[src/rtl/emb_sync_pkg.sv]
package emb_sync_pkg;

    typedef enum logic [1:0] {
        CAP_IDLE,
        CAP_WAIT,
        CAP_RUN,
        CAP_DONE
    } cap_state_e;

    typedef enum logic [1:0] {
        ORD_ANY,
        ORD_WANT_EAV,
        ORD_WANT_SAV
    } ord_state_e;

    // Decoded view of the byte currently on the input
    typedef struct packed {
        logic hit;  // preamble seen and status marker bit set
        logic ok;   // hit and protection field consistent
        logic v;    // vertical blanking
        logic h;    // 1 = end of active video
    } trc_code_t;

    function automatic logic [3:0] trc_prot(input logic f, input logic v, input logic h);
        return {v ^ h, f ^ h, f ^ v, f ^ v ^ h};
    endfunction

endpackage

[src/rtl/trc_pipe.sv]
module trc_pipe
    import emb_sync_pkg::*;
#(
    parameter int DW      = 8,
    parameter int PRE_LEN = 3
) (
    input  logic          clk,
    input  logic          rst_n,
    input  logic [DW-1:0] din,
    input  logic          act_in,
    output trc_code_t     code,
    output logic [DW-1:0] pix_data,
    output logic          pix_flag
);
    localparam int DEPTH = PRE_LEN + 1;
    localparam int B_MRK = DW - 1;
    localparam int B_F   = DW - 2;
    localparam int B_V   = DW - 3;
    localparam int B_H   = DW - 4;
    localparam int B_P   = DW - 5;

    logic [DW-1:0]      byte_q [DEPTH];
    logic [DEPTH-1:0]   flag_q;
    logic [PRE_LEN-1:0] pre_match;

    // byte_q[0] is the newest byte; the oldest preamble byte must be all ones
    generate
        for (genvar i = 0; i < PRE_LEN; i++) begin : g_pre
            if (i == PRE_LEN - 1) begin : g_lead
                assign pre_match[i] = (byte_q[i] == {DW{1'b1}});
            end else begin : g_zero
                assign pre_match[i] = (byte_q[i] == '0);
            end
        end
    endgenerate

    always_comb begin
        code.hit = (&pre_match) && din[B_MRK];
        code.v   = din[B_V];
        code.h   = din[B_H];
        code.ok  = code.hit && (din[B_P -: 4] == trc_prot(din[B_F], din[B_V], din[B_H]));
    end

    // Delay line: a detected code clears the flags of its own bytes
    always_ff @(posedge clk or negedge rst_n) begin
        if (!rst_n) begin
            for (int i = 0; i < DEPTH; i++) byte_q[i] <= '0;
            flag_q <= '0;
        end else begin
            byte_q[0] <= din;
            for (int i = 1; i < DEPTH; i++) byte_q[i] <= byte_q[i-1];
            if (code.hit) flag_q <= '0;
            else          flag_q <= {flag_q[DEPTH-2:0], act_in};
        end
    end

    assign pix_data = byte_q[DEPTH-1];
    assign pix_flag = flag_q[DEPTH-1];

endmodule

[src/rtl/seq_order.sv]
module seq_order
    import emb_sync_pkg::*;
(
    input  logic      clk,
    input  logic      rst_n,
    input  trc_code_t code,
    output logic      order_viol,
    output logic      hsync,
    output logic      vsync
);
    ord_state_e state_q, state_d;
    logic       take;

    assign take = code.hit && code.ok;

    always_ff @(posedge clk or negedge rst_n) begin
        if (!rst_n) state_q <= ORD_ANY;
        else        state_q <= state_d;
    end

    always_comb begin
        state_d    = state_q;
        order_viol = 1'b0;
        if (take) begin
            unique case (state_q)
                ORD_ANY:      order_viol = 1'b0;
                ORD_WANT_EAV: order_viol = !code.h;
                ORD_WANT_SAV: order_viol = code.h;
                default:      order_viol = 1'b0;
            endcase
            state_d = code.h ? ORD_WANT_SAV : ORD_WANT_EAV;
        end
    end

    always_ff @(posedge clk or negedge rst_n) begin
        if (!rst_n) begin
            hsync <= 1'b0;
            vsync <= 1'b0;
        end else if (take) begin
            hsync <= code.h;
            vsync <= code.v;
        end
    end


    hsync_rise_chk: assert property (@(posedge clk) disable iff (!rst_n)
        $rose(hsync) |-> $past(code.ok && code.h));

endmodule

[src/rtl/cap_ctrl.sv]
module cap_ctrl
    import emb_sync_pkg::*;
(
    input  logic      clk,
    input  logic      rst_n,
    input  trc_code_t code,
    input  logic      order_viol,
    input  logic      cap_start,
    input  logic      snap_en,
    output logic      act,
    output logic      frame_done,
    output logic      sync_err
);
    cap_state_e state_q, state_d;
    logic       seen_vb_q, seen_vb_d;
    logic       in_line_q, in_line_d;
    logic       err_q, err_d;
    logic       err_set;

    assign err_set = (code.hit && !code.ok) || order_viol;

    always_ff @(posedge clk or negedge rst_n) begin
        if (!rst_n) begin
            state_q   <= CAP_IDLE;
            seen_vb_q <= 1'b0;
            in_line_q <= 1'b0;
            err_q     <= 1'b0;
        end else begin
            state_q   <= state_d;
            seen_vb_q <= seen_vb_d;
            in_line_q <= in_line_d;
            err_q     <= err_d;
        end
    end

    always_comb begin
        state_d   = state_q;
        seen_vb_d = seen_vb_q;
        in_line_d = in_line_q;
        err_d     = err_q;
        if (cap_start) begin
            state_d   = CAP_WAIT;
            seen_vb_d = 1'b0;
            in_line_d = 1'b0;
            err_d     = 1'b0;
        end else if (err_set) begin
            state_d   = CAP_IDLE;
            in_line_d = 1'b0;
            err_d     = 1'b1;
        end else if (code.ok) begin
            unique case (state_q)
                CAP_IDLE, CAP_DONE: state_d = state_q;
                CAP_WAIT: begin
                    if (code.v) begin
                        seen_vb_d = 1'b1;
                    end else if (!code.h && seen_vb_q) begin
                        state_d   = CAP_RUN;
                        in_line_d = 1'b1;
                    end
                end
                CAP_RUN: begin
                    if (code.v) begin
                        in_line_d = 1'b0;
                        if (snap_en) begin
                            state_d = CAP_DONE;
                        end else begin
                            state_d   = CAP_WAIT;
                            seen_vb_d = 1'b1;
                        end
                    end else begin
                        in_line_d = !code.h;
                    end
                end
                default: state_d = CAP_IDLE;
            endcase
        end
    end

    always_comb begin
        act        = (state_q == CAP_RUN) && in_line_q && !err_q;
        frame_done = (state_q == CAP_DONE);
        sync_err   = err_q;
    end


    run_entry_chk: assert property (@(posedge clk) disable iff (!rst_n)
        $rose(state_q == CAP_RUN) |-> $past(code.ok && !code.v && !code.h));


    start_clear_chk: assert property (@(posedge clk) disable iff (!rst_n)
        cap_start |=> (!sync_err && !frame_done));

endmodule

[src/rtl/embsync_decoder.sv]
module embsync_decoder
    import emb_sync_pkg::*;
#(
    parameter int DW = 8
) (
    input  logic          clk,
    input  logic          rst_n,
    input  logic [DW-1:0] din,
    input  logic          cap_start,
    input  logic          snap_en,
    output logic [DW-1:0] pix_data,
    output logic          pix_valid,
    output logic          hsync,
    output logic          vsync,
    output logic          frame_done,
    output logic          sync_err
);
    trc_code_t code;
    logic      order_viol;
    logic      act;
    logic      pix_flag;

    trc_pipe #(.DW(DW), .PRE_LEN(3)) u_pipe (
        .clk      (clk),
        .rst_n    (rst_n),
        .din      (din),
        .act_in   (act),
        .code     (code),
        .pix_data (pix_data),
        .pix_flag (pix_flag)
    );

    seq_order u_order (
        .clk        (clk),
        .rst_n      (rst_n),
        .code       (code),
        .order_viol (order_viol),
        .hsync      (hsync),
        .vsync      (vsync)
    );

    cap_ctrl u_cap (
        .clk        (clk),
        .rst_n      (rst_n),
        .code       (code),
        .order_viol (order_viol),
        .cap_start  (cap_start),
        .snap_en    (snap_en),
        .act        (act),
        .frame_done (frame_done),
        .sync_err   (sync_err)
    );

    assign pix_valid = pix_flag && !sync_err;


    order_err_chk: assert property (@(posedge clk) disable iff (!rst_n)
        (order_viol && !cap_start) |=> sync_err);


    bad_prot_chk: assert property (@(posedge clk) disable iff (!rst_n)
        (code.hit && !code.ok && !cap_start) |=> (sync_err && $stable(hsync) && $stable(vsync)));


    done_quiet_chk: assert property (@(posedge clk) disable iff (!rst_n)
        frame_done |-> !pix_valid);

endmodule

[config.mk]
export PLATFORM = sky130hd
export DESIGN_NAME = embsync_decoder
export DESIGN_NICKNAME = d
export VERILOG_FILES = /design/src/rtl/emb_sync_pkg.sv /design/src/rtl/trc_pipe.sv /design/src/rtl/seq_order.sv /design/src/rtl/cap_ctrl.sv /design/src/rtl/embsync_decoder.sv
export SDC_FILE = /design/constraint.sdc
export NUM_CORES = 1
export LEC_CHECK = 0
export BUFFER_PORTS_ARGS = -buffer_cell sky130_fd_sc_hd__buf_2
export CAP_MARGIN = 20
export CORE_MARGIN = 10
export CORE_UTILIZATION = 50
export DETAILED_ROUTE_END_ITERATION = 12
export PLACE_DENSITY = 0.71
export REMOVE_ABC_BUFFERS = 1
export SETUP_SLACK_MARGIN = 0.1
export SLEW_MARGIN = 20
export SYNTH_ARGS = -nofsm -noshare
export SYNTH_HDL_FRONTEND = slang
export SYNTH_HIERARCHICAL = 1
export SYNTH_SLANG_ARGS = --single-unit
[constraint.sdc]
create_clock -name clk -period 2.45 [get_ports clk]
set_input_delay 0.735 -clock clk [delete_from_list [all_inputs] [get_ports clk]]
set_output_delay 0.735 -clock clk [all_outputs]
set_load 0.01 [all_outputs]
==> results of run 1 <==
power by group:
part / total, mW / internal [mW] / switching [mW]
Clock: 0.411 / 0.204 / 0.206
Combinational: 0.0619 / 0.0241 / 0.0378
Sequential: 0.768 / 0.753 / 0.0149
placed cells by master, fill, tap and decap left out:
| master | n |
|---|---|
| dfrtp_1 | 44 |
| buf_2 | 24 |
| buf_4 | 7 |
| inv_1 | 6 |
| clkbuf_4 | 5 |
| nor2_1 | 4 |
| and2b_2 | 4 |
| xor2_1 | 4 |
| nand2_1 | 3 |
| o221a_2 | 3 |
| a21oi_1 | 3 |
| ha_1 | 3 |
| nand3b_1 | 2 |
| mux2_1 | 2 |
| nor4_2 | 2 |
| nand4_1 | 2 |
| and3_1 | 2 |
| nor3_1 | 2 |
| nor2b_4 | 1 |
| bufinv_16 | 1 |
| or3b_4 | 1 |
| nand2b_1 | 1 |
| a221oi_2 | 1 |
| nor3b_4 | 1 |
| or2b_1 | 1 |
| nor2b_1 | 1 |
| nor3_2 | 1 |
| a211o_1 | 1 |
| a211oi_1 | 1 |
| o41ai_1 | 1 |
| o31a_1 | 1 |
| or3b_1 | 1 |
| a21oi_2 | 1 |
| mux2i_1 | 1 |
| nor4b_2 | 1 |
| or4b_4 | 1 |
| nand3_1 | 1 |
| nor4_4 | 1 |
per-stage QoR:
stage          hold WS [ns]  TNS, ns
2_1_floorplan        0.3463  -0.1939
3_3_place_gp         0.3563  -0.3513
3_5_place_dp         0.3621  -0.8960
4_1_cts              0.3873        0
5_1_grt              0.3947        0
6_report             0.3831        0
worst paths after layout:
path | startpoint | endpoint | slack [ns] | cells past startpoint
min in group asynchronous | rst_n | u_pipe/pix_data[6] | 0.43 | 2
worst min-delay path | u_pipe/byte_q[10] | u_pipe/pix_data[2] | 0.38 | 0
max in group asynchronous | rst_n | u_pipe/byte_q[11] | 1.67 | 2
worst max register to register | u_pipe/byte_q[25] | u_cap/state_q[0] | 0.16 | 6
worst min register to register | u_pipe/byte_q[10] | u_pipe/pix_data[2] | 0.38 | 0
worst max-delay path | din[7] | u_cap/state_q[0] | 0.15 | 7
sequential cells by signal, indices dropped and copies added, names as in the netlist:
signal and count:
u_pipe/pix_data 8, u_cap/in_line_q 1, u_pipe/flag_q 4, u_cap/sync_err 1
u_order/vsync 1, u_cap/state_q 2, u_order/state_q 2, u_pipe/byte_q 24
u_cap/seen_vb_q 1
final cells by class:
| cell class | count | area share (%) |
|---|---|---|
| Clock buffer | 5 | 1.971 |
| Clock inverter | 1 | 1.577 |
| Inverter | 6 | 1.183 |
| Multi-Input combinational cell | 55 | 25.49 |
| Sequential cell | 44 | 57.82 |
| Tap cell | 44 | 2.891 |
| Timing Repair Buffer | 31 | 9.067 |
critical path, delay by kind of cell:
family,cells,cell delay (ns)
compound gates,3,0.70
buf+inv,1,0.09
simple gates,3,1.01
cell families (layout without fill, tap and decap cells):
logic type      Yosys count  count (layout)  share of synthesized area (%)
buf+inv                  16              43                          5.931
xor+xnor                  4               4                          2.129
flops                    44              44                          66.92
mux                       3               3                          1.977
fa+ha+maj                 3               3                          2.282
simple gates             33              33                          14.52
compound gates           12              12                          6.236
routing by layer:
metal	up-vias	GRT usage (%)	routed length [um]
met5	-	0	0
met4	0	5.657	54
met3	5	5.069	207
met2	31	14.13	1387
met1	456	10.85	1157
li1	441	-	-
timing repair:
action / 4_1_cts / 5_1_grt
setup endpoints to repair: 1 / 4
gates resized for setup: 1 / 6
pin swaps: 0 / 2
==> flow_metrics.tcl, run 1 <==
set metrics [dict create \
    postSynthCellCount 115 \
    cpMaxStageDelayCell "or4b_4" \
    cts.clk_slew.worst_paths_ns 0.11 \
    synth.area.top_cells "dfrtp_1 67%, buf_4 4.6%, ha_1 2.3%" \
    hold_violations 0 \
    fin_ws_ns 0.1527 \
    drt_iter0_markers 34 \
    postCtsHoldBufs 0 \
    grt_usage_pct 9.586 \
    start_util_pct 53.02 \
    dp_hpwl_mm 1.974 \
    placed_area_um2 1798 \
    crit_type "input port to flip-flop" \
    synth_flop_cell "dfrtp_1" \
    fin_skew_ns 0.01228 \
    instances_no_fill 186 \
    drtAntennaViolNets 0 \
    cts_max_path_buffers 2 \
    cts_made_buffers 5 \
    drv_slew 0 \
    path_cells "buf_2 > or4b_4 > nor4_4 > o221a_2 > nor3b_4 > a21oi_1 > o41ai_1" \
    grt_max_degree 45 \
    die_area_um2 5985 \
    tightest_slew_ns 0.5104 \
    remaining_drc_errors 0 \
    dp_cells 180 \
    synthTopCellsByCount "44 x dfrtp_1, 10 x buf_4, 6 x inv_1" \
    cp.required_ns 2.68 \
    max_freq_ghz 0.4353 \
    cts_setup_buffers 0 \
    relSlewSlack_pct 65.97 \
    synth_cell_types 33 \
    dr.pass1.iters 4 \
    gr-total-overflow 0 \
    dp_slack_ns -0.2741 \
    async_flop_share_pct 100.0 \
    cts_tree "yes" \
    area_delta_synth_final_pct 15.74 \
    insertion_delay_ns 0.35 \
    post-route-period-util_pct 93.77 \
    row_count 20 \
    wl_per_cell_um 15.09 \
    final-setup-viol-count 0 \
    die_y_um 77.37 \
    fin_util_pct 61.37 \
    synth_edf_count 0 \
    crit_arrival_ns 2.53 \
    total_power_mw 1.240 \
    drv_cap 0 \
    register_area_um2 1101 \
    hold_class "flip-flop to flip-flop" \
    h-tree-depth 2 \
    period_minus_slack_ns 2.297 \
    antennaDiodeCount 0 \
    yosys.area.top_type "dfrtp_1" \
    power_density_nw_per_um2 651.4 \
    drt-total-wl_mm 2.807 \
    status "finished clean" \
    ys_seq_elements 44 \
    ios 25 \
    synth.most_common_cell "dfrtp_1" \
    fin_nets 158 \
    grt_pass1_vias 1035 \
    grt_antenna_before_repair 0 \
    gp_congestion 0.8495 \
    root_buffer "clkbuf_4" \
    cts.sinks 44 \
    max_stage_delay_ns 0.47 \
    critPathMaxFanout 3 \
    ir_drop_uv 380.3 \
    grt_setup_unrepaired "true" \
    fill_cells 278 \
    routed_via_density 5.016 \
    die_w_um 77.37 \
    vias 933 \
    fin_area_um2 1904 \
    grt_pass1_wl_mm 4.602 \
    port_buffers 24 \
    drive_above_1_share_pct 38.73 \
    core_area_um2 3103 \
    cp-end-kind "flip-flop" \
    syn_avg_cell_area_um2 14.31 \
    startpoint_type "input port" \
    syn-cell-area_um2 1645 \
    yosys.area.top_type_share_pct 66.92 \
    ys_seq_area_share_pct 66.92 \
    p_leak_nw 0.9286 \
    multi_input_area_um2 485.5 \
    yosysWarningCount 6 \
]
Power figures use the tool's default switching activity.
==> run 2: changes to the inputs <==
--- a/config.mk
+++ b/config.mk
@@ -9,11 +9,11 @@
 export CAP_MARGIN = 20
 export CORE_MARGIN = 10
 export CORE_UTILIZATION = 50
+export CTS_BUF_LIST = sky130_fd_sc_hd__clkbuf_2
 export DETAILED_ROUTE_END_ITERATION = 12
 export PLACE_DENSITY = 0.71
 export REMOVE_ABC_BUFFERS = 1
 export SETUP_SLACK_MARGIN = 0.1
-export SLEW_MARGIN = 20
 export SYNTH_ARGS = -nofsm -noshare
 export SYNTH_HDL_FRONTEND = slang
 export SYNTH_HIERARCHICAL = 1
==> run 2 against run 1 <==
  * Worst hold slack worse by 0.017 ns
  * Final cell count did not move
  * Combinational power is 0.6% higher
  * Die area stayed put
  * Sequential power barely moved
  * Power shrank 3.4%
  * Non-clock buffer count stayed put
  * Count of clock-buffer cells in the layout stayed put
  * Routed wire length up 0.78%
  * Maximum frequency shrank 0.85%
  * Critical path type is now flip-flop to flip-flop
  * Largest power group unchanged
==> flow_metrics.tcl, run 2 (synthesis results as in run 1) <==
set metrics [dict create \
    status "finished clean" \
    startpoint_type "flip-flop" \
    gr-total-overflow 0 \
    crit_type "flip-flop to flip-flop" \
    drt_iter0_markers 35 \
    final_common_cell "dfrtp_1" \
    cts_made_buffers 5 \
    fin_nets 158 \
    critPathMaxFanout 3 \
    cts_max_path_buffers 2 \
    start_util_pct 53.02 \
    grt_setup_unrepaired "true" \
    cts.clk_slew.worst_paths_ns 0.20 \
    post-route-period-util_pct 94.57 \
    dp_slack_ns -0.2741 \
    dr.pass1.iters 4 \
    row_count 20 \
    die_y_um 77.37 \
    ios 25 \
    drv_slew 0 \
    h-tree-depth 2 \
    grt_pass1_wl_mm 4.636 \
    drtAntennaViolNets 0 \
    routed_via_density 5.016 \
    grt.met1_usage_pct 11.06 \
    max_freq_ghz 0.4316 \
    insertion_delay_ns 0.39 \
    final_cell_mix "44 x dfrtp_1, 24 x buf_2, 7 x buf_4" \
    period_minus_slack_ns 2.317 \
    fin_tns_setup_ns 0 \
    die_area_um2 5985 \
    dp_hpwl_mm 1.974 \
    cp.required_ns 2.73 \
    wl_per_cell_um 15.21 \
    port_buffers 24 \
    grtUsageMet3_pct 5.069 \
    cts_setup_buffers 0 \
    grt_max_degree 45 \
    grt_busiest_layer "met2" \
    grt_usage_pct 9.660 \
    drt-total-wl_mm 2.829 \
    cts.sinks 44 \
    grt_antenna_before_repair 0 \
    power_density_nw_per_um2 633.5 \
    met2_usage_pct 14.13 \
    remaining_drc_errors 0 \
    fin_area_um2 1892 \
    drive_above_1_share_pct 38.73 \
    final-setup-viol-count 0 \
    fin_ws_ns 0.1330 \
    root_buffer "clkbuf_2" \
    cp-end-kind "flip-flop" \
    cts_tree "yes" \
    relSlewSlack_pct 65.69 \
    p_leak_nw 0.9264 \
    largest_register "u_pipe/byte_q" \
    grt_pass1_vias 1040 \
    crit_arrival_ns 2.60 \
    vias 933 \
    antennaDiodeCount 0 \
    die_w_um 77.37 \
    area_delta_synth_final_pct 14.98 \
    hold_class "input port to async pin" \
    hold_violations 0 \
    core_area_um2 3103 \
    largest_reg_flops 24 \
    drv_cap 0 \
    fin_skew_ns 0.01901 \
    placed_area_um2 1798 \
    gp_congestion 0.8495 \
    ir_drop_uv 364.6 \
    tightest_slew_ns 0.5146 \
]
-- run 2: cell types whose count changed in the layout (fill, tap and decap cells not counted) --
cell,previous run,this run
clkbuf_2,0,5
clkbuf_4,5,0
-- run 2: repair_timing --
item	4_1_cts	5_1_grt
hold endpoints to repair	0	0
pin swaps	0	2
gates resized for setup	1	6
endpoints found under the setup margin	1	4
hold buffers	0	0
-- run 2: layout make-up --
cell class / instances / area (um2)
clock inverter: 1 / 30.03
tap: 44 / 55.05
inverter: 6 / 22.52
multi-input combinational: 55 / 485.5
fill: 278 / 1211
sequential: 44 / 1101
clock buffer: 5 / 25.02
timing repair buffer: 31 / 172.7
-- run 2: routing by layer --
metal	part of all wire [%]	vias up
met4	1.7	0
met3	7.2	6
li1	-	440
met2	49	30
met1	42	457
met5	0	-
-- run 2: worst max-delay path, cell delays in order (launching register included) --
cell	delay (ns)
dfrtp_1	0.42
or4b_4	0.55
nor4_4	0.32
o221a_2	0.27
nor3b_4	0.22
a21oi_1	0.09
o41ai_1	0.35
-- run 2: path summary, 6_finish.rpt --
check | startpoint | endpoint | slack (ns) | depth (start not counted)
max | u_pipe/byte_q[25] | u_cap/state_q[0] | 0.13 | 6
min | rst_n | u_pipe/pix_data[6] | 0.37 | 2
max reg2reg | u_pipe/byte_q[25] | u_cap/state_q[0] | 0.13 | 6
min reg2reg | u_pipe/byte_q[23] | u_pipe/byte_q[15] | 0.39 | 0
max in group asynchronous | rst_n | u_pipe/byte_q[26] | 1.72 | 2
min in group clk | u_pipe/byte_q[23] | u_pipe/byte_q[15] | 0.39 | 0
-- run 2: report_power, final --
group / total, mW / internal, mW / switching (mW)
Clock: 0.367 / 0.162 / 0.205
Sequential: 0.769 / 0.754 / 0.0151
Combinational: 0.0623 / 0.0241 / 0.0382
Total: 1.20 / 0.940 / 0.259
-- run 2: through the flow --
stage / hold WS [ns] / cells / util (%) / total power, mW
after floorplan: 0.3463 / 105 / - / 0.7957
after global placement: 0.3563 / 180 / 57.94 / 0.8398
after detailed placement: 0.3621 / 180 / 57.94 / 0.8417
after CTS: 0.3650 / 186 / 59.88 / 1.205
after global routing: 0.3796 / 186 / 60.97 / 1.251
final: 0.3661 / 186 / 60.97 / 1.199
==> run 3: changes to the inputs <==
--- a/config.mk
+++ b/config.mk
@@ -11,10 +11,9 @@
 export CORE_UTILIZATION = 50
 export CTS_BUF_LIST = sky130_fd_sc_hd__clkbuf_2
 export DETAILED_ROUTE_END_ITERATION = 12
-export PLACE_DENSITY = 0.71
+export PLACE_DENSITY = 0.7
 export REMOVE_ABC_BUFFERS = 1
 export SETUP_SLACK_MARGIN = 0.1
 export SYNTH_ARGS = -nofsm -noshare
 export SYNTH_HDL_FRONTEND = slang
-export SYNTH_HIERARCHICAL = 1
 export SYNTH_SLANG_ARGS = --single-unit
==> run 3 against run 2 <==
  * Sequential cell count stayed put
  * Sequential share of layout area is 1.2 points lower
  * First-iteration DRC count rose by 40%
  * Combinational power rose by 34%
  * Highest routed layer unchanged
==> flow_metrics.tcl, run 3 <==
set metrics [dict create \
    h-tree-depth 2 \
    placed_area_um2 1863 \
    drt_iter0_markers 49 \
    drive_above_1_share_pct 34.72 \
    grt_pass1_vias 1103 \
    vias 990 \
    area_delta_synth_final_pct 10.93 \
    total_power_mw 1.247 \
    fill_cells 296 \
    core_area_um2 3363 \
    remaining_drc_errors 0 \
    crit_type "flip-flop to flip-flop" \
    hold_violations 0 \
    power_density_nw_per_um2 645.9 \
    yosysWarningCount 0 \
    grt_max_degree 45 \
    synth.area.top_cells "dfrtp_1 63%, buf_4 3.5%, ha_1 2.9%" \
    grt_busiest_layer "met2" \
    instances_no_fill 190 \
    die_y_um 79 \
    crit_arrival_ns 2.44 \
    insertion_delay_ns 0.39 \
    gr-total-overflow 0 \
    dp_cells 182 \
    final-setup-viol-count 0 \
    syn-cell-area_um2 1740 \
    fin_area_um2 1931 \
    fin_skew_ns 0.01113 \
    cts_made_buffers 5 \
    root_buffer "clkbuf_2" \
    yosys.area.top_type_share_pct 63.26 \
    grt_antenna_before_repair 0 \
    syn_avg_cell_area_um2 14.50 \
    grtUsageMet3_pct 4.167 \
    row_count 21 \
    final_common_cell "dfrtp_1" \
    fin_tns_setup_ns 0 \
    cp.required_ns 2.75 \
    max_freq_ghz 0.4673 \
    drtAntennaViolNets 0 \
    wl_per_cell_um 15.57 \
    grt.met1_usage_pct 11.17 \
    fin_ws_ns 0.3099 \
    dr.pass1.iters 4 \
    synth_flop_cell "dfrtp_1" \
    tightest_slew_ns 0.4687 \
    postSynthCellCount 120 \
    cts.clk_slew.worst_paths_ns 0.21 \
    dp_slack_ns 0.09064 \
    port_buffers 24 \
    register_area_um2 1101 \
    cts_setup_buffers 0 \
    hold_class "input port to async pin" \
    met2_usage_pct 16.48 \
    yosys.area.top_type "dfrtp_1" \
    fin_util_pct 57.40 \
    largest_reg_flops 24 \
    synth_edf_count 0 \
    dp_hpwl_mm 2.201 \
    grt_pass1_wl_mm 5.071 \
    die_w_um 79 \
    ios 25 \
    synthTopCellsByCount "44 x dfrtp_1, 8 x buf_4, 6 x inv_1" \
    ir_drop_uv 335.8 \
    p_leak_nw 0.9313 \
    multi_input_area_um2 534.3 \
    cts_resized 0 \
    grt_usage_pct 10.18 \
    cp-end-kind "flip-flop" \
    cts_tree "yes" \
    ys_seq_area_share_pct 63.26 \
    drv_slew 0 \
    postCtsHoldBufs 0 \
    startpoint_type "flip-flop" \
    async_flop_share_pct 100.0 \
    synth_cell_types 37 \
    status "finished clean" \
    final_cell_mix "44 x dfrtp_1, 24 x buf_2, 6 x inv_1" \
    relSlewSlack_pct 68.42 \
    routed_via_density 5.211 \
    start_util_pct 51.75 \
    whs_ns 0.2720 \
    largest_register "u_pipe.byte_q" \
    period_minus_slack_ns 2.140 \
    post-route-period-util_pct 87.35 \
    synth.most_common_cell "dfrtp_1" \
    grt_setup_unrepaired "false" \
    cts.sinks 44 \
    drt-total-wl_mm 2.959 \
    cts_max_path_buffers 2 \
    gp_congestion 0.9218 \
    fin_nets 159 \
    rrSetupSlack_ns 0.31 \
    ys_seq_elements 44 \
    drv_cap 0 \
    critPathMaxFanout 8 \
    die_area_um2 6241 \
    antennaDiodeCount 0 \
]
## run 3: cell types whose count changed after synthesis, sizes merged, moves of 2 or more
cell and change:
o21ai +4, o221a -3, or3 +2, xor2 -2, and3 -2, nand2b +3, o2111ai +2, and2b -4
and2 +3, nor3 -2
## run 3: cell families after synthesis
kind of cell	synth area share (%)
adders and majority gates	2.876
xor gates and xnor gates	2.804
AOI/OAI and AO/OA	9.993
DFF	63.26
buffers and inverters	6.039
and+or+nand+nor	12.44
muxes	2.588
## run 3: final cells by class
cell class / instances / share of cell area (%)
clock inverters: 3 / 2.204
inverters: 6 / 1.167
flip-flops and latches: 44 / 57.03
well taps: 46 / 2.981
multi-input cells: 60 / 27.67
repair buffers: 26 / 7.647
clock buffers: 5 / 1.296
## run 3: where the power goes
| part | switching (mW) | internal (mW) |
|---|---|---|
| Combinational | 0.0498 | 0.0337 |
| Clock | 0.226 | 0.172 |
| Sequential | 0.0126 | 0.754 |
## run 3: path summary, 6_finish.rpt
check	start	cells past startpoint	to
max in group asynchronous	rst_n	2	u_order.hsync
worst max-delay path	u_pipe.byte_q[30]	5	u_order.hsync
worst min-delay path	rst_n	2	u_pipe.pix_data[6]
worst min register to register	u_pipe.byte_q[11]	0	u_pipe.pix_data[3]
min in group clk	u_pipe.byte_q[11]	0	u_pipe.pix_data[3]
worst max register to register	u_pipe.byte_q[30]	5	u_order.hsync
## run 3: worst max-delay path, cell delays in order (launching register included)
cell	delay, ns
dfrtp_1	0.43
nor4_1	0.35
nand4_1	0.17
or3_1	0.58
nor2_8	0.21
mux2_4	0.30
## run 3: metal layers
metal  part of all wire, %  vias up
met5                     0        -
met4                   1.9        0
met3                   7.0        8
met2                    50       36
met1                    41      483
li1                      -      463
